<file path="config.mk">
export PLATFORM = sky130hd
export DESIGN_NAME = fd_pipe_reg
export DESIGN_NICKNAME = d
export VERILOG_FILES = /design/src/rtl/fd_pkg.sv /design/src/rtl/fd_ctrl.sv /design/src/rtl/fd_slot.sv /design/src/rtl/fd_pipe_reg.sv
export SDC_FILE = /design/constraint.sdc
export NUM_CORES = 1
export LEC_CHECK = 0
export BUFFER_PORTS_ARGS = -buffer_cell sky130_fd_sc_hd__buf_2
export CELL_PAD_IN_SITES_DETAIL_PLACEMENT = 0
export CELL_PAD_IN_SITES_GLOBAL_PLACEMENT = 1
export CORE_ASPECT_RATIO = 0.9
export CORE_MARGIN = 1
export CORE_UTILIZATION = 32
export DETAILED_ROUTE_END_ITERATION = 8
export GPL_TIMING_DRIVEN = 0
export PLACE_DENSITY = 0.89
export SYNTH_ARGS = -nofsm -noshare
export SYNTH_HDL_FRONTEND = slang
export SYNTH_SLANG_ARGS = --single-unit
export TNS_END_PERCENT = 1
</file>
<file path="constraint.sdc">
create_clock -name clk_i -period 1.2 [get_ports clk_i]
set_clock_uncertainty 0.2 [all_clocks]
set_input_delay 0.12 -clock clk_i [delete_from_list [all_inputs] [get_ports clk_i]]
set_output_delay 0.12 -clock clk_i [all_outputs]
set_load 0.005 [all_outputs]
</file>
<file path="src/rtl/fd_pkg.sv">
package fd_pkg;
  typedef enum logic [1:0] {
    SEL_LOAD = 2'd0,
    SEL_ZERO = 2'd1,
    SEL_HOLD = 2'd2
  } slot_sel_e;
endpackage

</file>
<file path="src/rtl/fd_ctrl.sv">
module fd_ctrl
  import fd_pkg::*;
(
  input  logic      stall_i,
  input  logic      flush_i,
  output slot_sel_e pc_sel_o,
  output slot_sel_e ins_sel_o
);
  // stall wins over flush
  always_comb begin
    if (stall_i) begin
      pc_sel_o  = SEL_ZERO;
      ins_sel_o = SEL_HOLD;
    end else begin
      pc_sel_o  = SEL_LOAD;
      ins_sel_o = flush_i ? SEL_ZERO : SEL_LOAD;
    end
  end
endmodule

</file>
<file path="src/rtl/fd_slot.sv">
module fd_slot
  import fd_pkg::*;
#(
  parameter int unsigned WIDTH = 32
) (
  input  logic             clk_i,
  input  logic             rst_ni,
  input  slot_sel_e        sel_i,
  input  logic [WIDTH-1:0] d_i,
  output logic [WIDTH-1:0] q_o
);
  logic [WIDTH-1:0] q_q;
  logic [WIDTH-1:0] q_d;

  always_comb begin
    unique case (sel_i)
      SEL_LOAD: q_d = d_i;
      SEL_ZERO: q_d = '0;
      default:  q_d = q_q;
    endcase
  end

  always_ff @(posedge clk_i or negedge rst_ni) begin
    if (!rst_ni) q_q <= '0;
    else         q_q <= q_d;
  end

  assign q_o = q_q;
endmodule

</file>
<file path="src/rtl/fd_pipe_reg.sv">
module fd_pipe_reg
  import fd_pkg::*;
#(
  parameter int unsigned XLEN = 32
) (
  input  logic            clk_i,
  input  logic            rst_ni,
  input  logic            stall_i,
  input  logic            flush_i,
  input  logic [XLEN-1:0] pc_i,
  input  logic [XLEN-1:0] instr_i,
  output logic [XLEN-1:0] pc_o,
  output logic [XLEN-1:0] instr_o
);
  slot_sel_e pc_sel;
  slot_sel_e ins_sel;

  fd_ctrl u_ctrl (
    .stall_i  (stall_i),
    .flush_i  (flush_i),
    .pc_sel_o (pc_sel),
    .ins_sel_o(ins_sel)
  );

  fd_slot #(.WIDTH(XLEN)) u_pc_slot (
    .clk_i (clk_i),
    .rst_ni(rst_ni),
    .sel_i (pc_sel),
    .d_i   (pc_i),
    .q_o   (pc_o)
  );

  fd_slot #(.WIDTH(XLEN)) u_ins_slot (
    .clk_i (clk_i),
    .rst_ni(rst_ni),
    .sel_i (ins_sel),
    .d_i   (instr_i),
    .q_o   (instr_o)
  );

  AST_STALL_PC_ZERO: assert property (@(posedge clk_i) disable iff (!rst_ni)
    stall_i |=> pc_o == '0);
  AST_STALL_INS_HOLD: assert property (@(posedge clk_i) disable iff (!rst_ni)
    stall_i |=> $stable(instr_o));
  AST_STALL_OVER_FLUSH: assert property (@(posedge clk_i) disable iff (!rst_ni)
    (stall_i && flush_i) |=> ($stable(instr_o) && pc_o == '0));
  AST_PC_ADVANCE: assert property (@(posedge clk_i) disable iff (!rst_ni)
    !stall_i |=> pc_o == $past(pc_i));
  AST_FLUSH_BUBBLE: assert property (@(posedge clk_i) disable iff (!rst_ni)
    (!stall_i && flush_i) |=> instr_o == '0);
  AST_NORMAL_LOAD: assert property (@(posedge clk_i) disable iff (!rst_ni)
    (!stall_i && !flush_i) |=> instr_o == $past(instr_i));
endmodule

</file>
==> results.txt <==
Root Driver: clkbuf_8
Top cell family by delay on the critical path: flip-flops
Top post-synthesis cells by area: dfrtp_1 68%, nor2b_1 8.5%, nand2b_1 6.9%
Final worst path period share: 98.9%
Critical path buffer and inverter count: 1
Critical-path top delay cell: dfrtp_1
H-tree Lvls: 3
Antenna violations before repair: 0
Cell area after synthesis: 2360 sq um
Pre-Repair DR Iteration Count: 4
CP Class: register to output pin
Largest net degree at the start of global routing: 42
Gpl congestion: 0.735
Startpoint Class: register
Total CTS buffers: 9
Setup violations, final: 0
Hold Crit Class: input pin to register
Mapped Nets: 261
Yosys reg bits: 64
Cells after Synth: 193
Worst-case clock buffer depth: 2
Dpl hpwl: 3890 um
Total Power: 0.00489 W
Die height: 83.5 um
Clock latency on the worst-skew pair: 0.33 ns
Antenna cell count: 0
Synth cell types: 10
RSZ-0062 raised after global routing: yes
Synth area leader: dfrtp_1
CORE AREA: 7110 sq um
Sink Count: 64
Worst vdd ir: 0.745 mV
DR WL/cell: 12.8 um
Post-route design area: 4040 sq um
WP data required: 0.88 ns
Area grow syn2layout: 71.0%
Placed cell area: 3150 sq um
Share of the synthesized area in the top cell type: 67.8%
Final hold vios: 0
Fin Hold WS: 0.0147 ns
Overflow after GRT: 0
Average size of a mapped cell: 12.2 sq um
DRT antenna net count: 0
Max Cap Viol: 0
Max-Slew Margin vs Limit: 76.6%
Core Util, Final: 56.8%
Number of global-route vias before repair: 2273
Io pins: 132
Fmax: 842 MHz
Clock transition at the registers of the reported paths: 0.07 ns
Initial core utilization: 33.2%
Slew @ Worst Pin: 0.351 ns
Fin worst setup slack: 0.0130 ns
Post-place setup slack: 0.204 ns
Final wirelength: 6440 um
Critical-path cell list: buf_2
Sequential share of the synthesized area: 67.8%
PortBufs: 130
CP Max Fanout: 2
Power Dens Cells: 1210 nW/um^2
Outcome: finished clean
CTS tree: yes
Row count: 29
Global-route wire length before repair: 10400 um
Final worst path period need: 1.19 ns
Yosys warning total: 0
Slew Viols, Final: 0
Via Count: 2159
Slowest Stage Delay on Critical Path: 0.40 ns
DR DRC count: 0
Die Wd: 92.5 um
CP arrival: 0.87 ns
Initial DRC count: 86
Leakage: 2.08 nW
Final Net Count: 471
Share of layout cells above drive strength 1: 39.0%
GRT Total Usage: 17.8%
# Post-CTS Setup Buffers: 0
CP Capture Type: output pin
Die area: 7730 sq um
Via density per instance: 4.31
Yosys cell counts:
| library cell | n |
|---|---|
| buf_2 | 4 |
| dfrtp_1 | 64 |
| nor2b_1 | 32 |
| nand2_1 | 26 |
| buf_6 | 8 |
| o21ai_1 | 24 |
| o21ai_0 | 2 |
| a22o_1 | 6 |
| nand2b_1 | 26 |
| nor2_2 | 1 |
final cells by class:
type / count / area, sq um
Sequential cell: 64 / 1600
Multi-Input combinational cell: 117 / 654
Timing Repair Buffer: 199 / 1360
Fill cell: 621 / 3080
Buffer: 12 / 110
Clock inverter: 6 / 70.1
Clock buffer: 10 / 128
Tap cell: 93 / 116
state kept, by name (all words and copies together) (netlist names):
| register | cells |
|---|---|
| u_pc_slot.q_o | 32 |
| u_ins_slot.q_o | 32 |
cells by family (layout without fill, tap and decap cells):
family | after synthesis | after routing | share of synthesized area [%]
DFF | 64 | 64 | 67.8
AOI/OAI and AO/OA | 32 | 32 | 7.74
buffers and inverters | 12 | 227 | 4.66
and+or+nand+nor | 85 | 85 | 19.8
per-stage QoR:
step / instances / setup TNS, ns
after detailed placement: 417 / 0
after global placement: 416 / -25.49
after floorplan: 193 / 0
after global routing: 501 / -0.415
final: 501 / 0
after CTS: 501 / 0
worst min-delay path: stages:
cell,delay [ns]
buf_6,0.12
buf_2,0.21
nor2b_1,0.06
path summary, 6_finish.rpt:
check	slack, ns	cells past startpoint	start	endpoint
worst max-delay path	0.01	1	u_ins_slot.q_o[26]	instr_o[26]
worst min-delay path	0.01	3	stall_i	u_pc_slot.q_o[20]
worst max register to register	0.25	1	u_ins_slot.q_o[26]	u_ins_slot.q_o[26]
worst min register to register	0.29	2	u_ins_slot.q_o[21]	u_ins_slot.q_o[21]
max in group asynchronous	0.23	3	rst_ni	u_pc_slot.q_o[6]
min in group asynchronous	0.05	2	rst_ni	u_ins_slot.q_o[20]
metal layers:
metal | GRT usage (%) | wire length [um]
met5 | 0 | 0
met4 | 5.97 | 83
met3 | 7.38 | 481
met2 | 30.2 | 3240
met1 | 20.0 | 2630
what timing repair did:
| item | 4_1_cts | 5_1_grt |
|---|---|---|
| hold buffers | 68 | 0 |
| endpoints found under the setup margin | 0 | 73 |
| gates resized for setup | 0 | 3 |
| hold endpoints to repair | 87 | 0 |
where the power goes:
part / switching [W] / total, W / internal (W)
clock: 0.000840 / 0.00180 / 0.000965
combinational: 0.000296 / 0.000732 / 0.000436
sequential: 0.0000563 / 0.00235 / 0.00229
placed cells by master (no fill, tap or decap), drive strengths merged:
cell,instances
dlymetal6s4s,1
clkbuf,11
a22o,6
clkinvlp,3
nand2b,26
o21ai,26
dlygate4sd3,67
nand2,26
nor2b,32
clkinv,2
bufinv,1
nor2,1
dfrtp,64
buf,142
No activity file was read; power rests on OpenSTA's default activity.
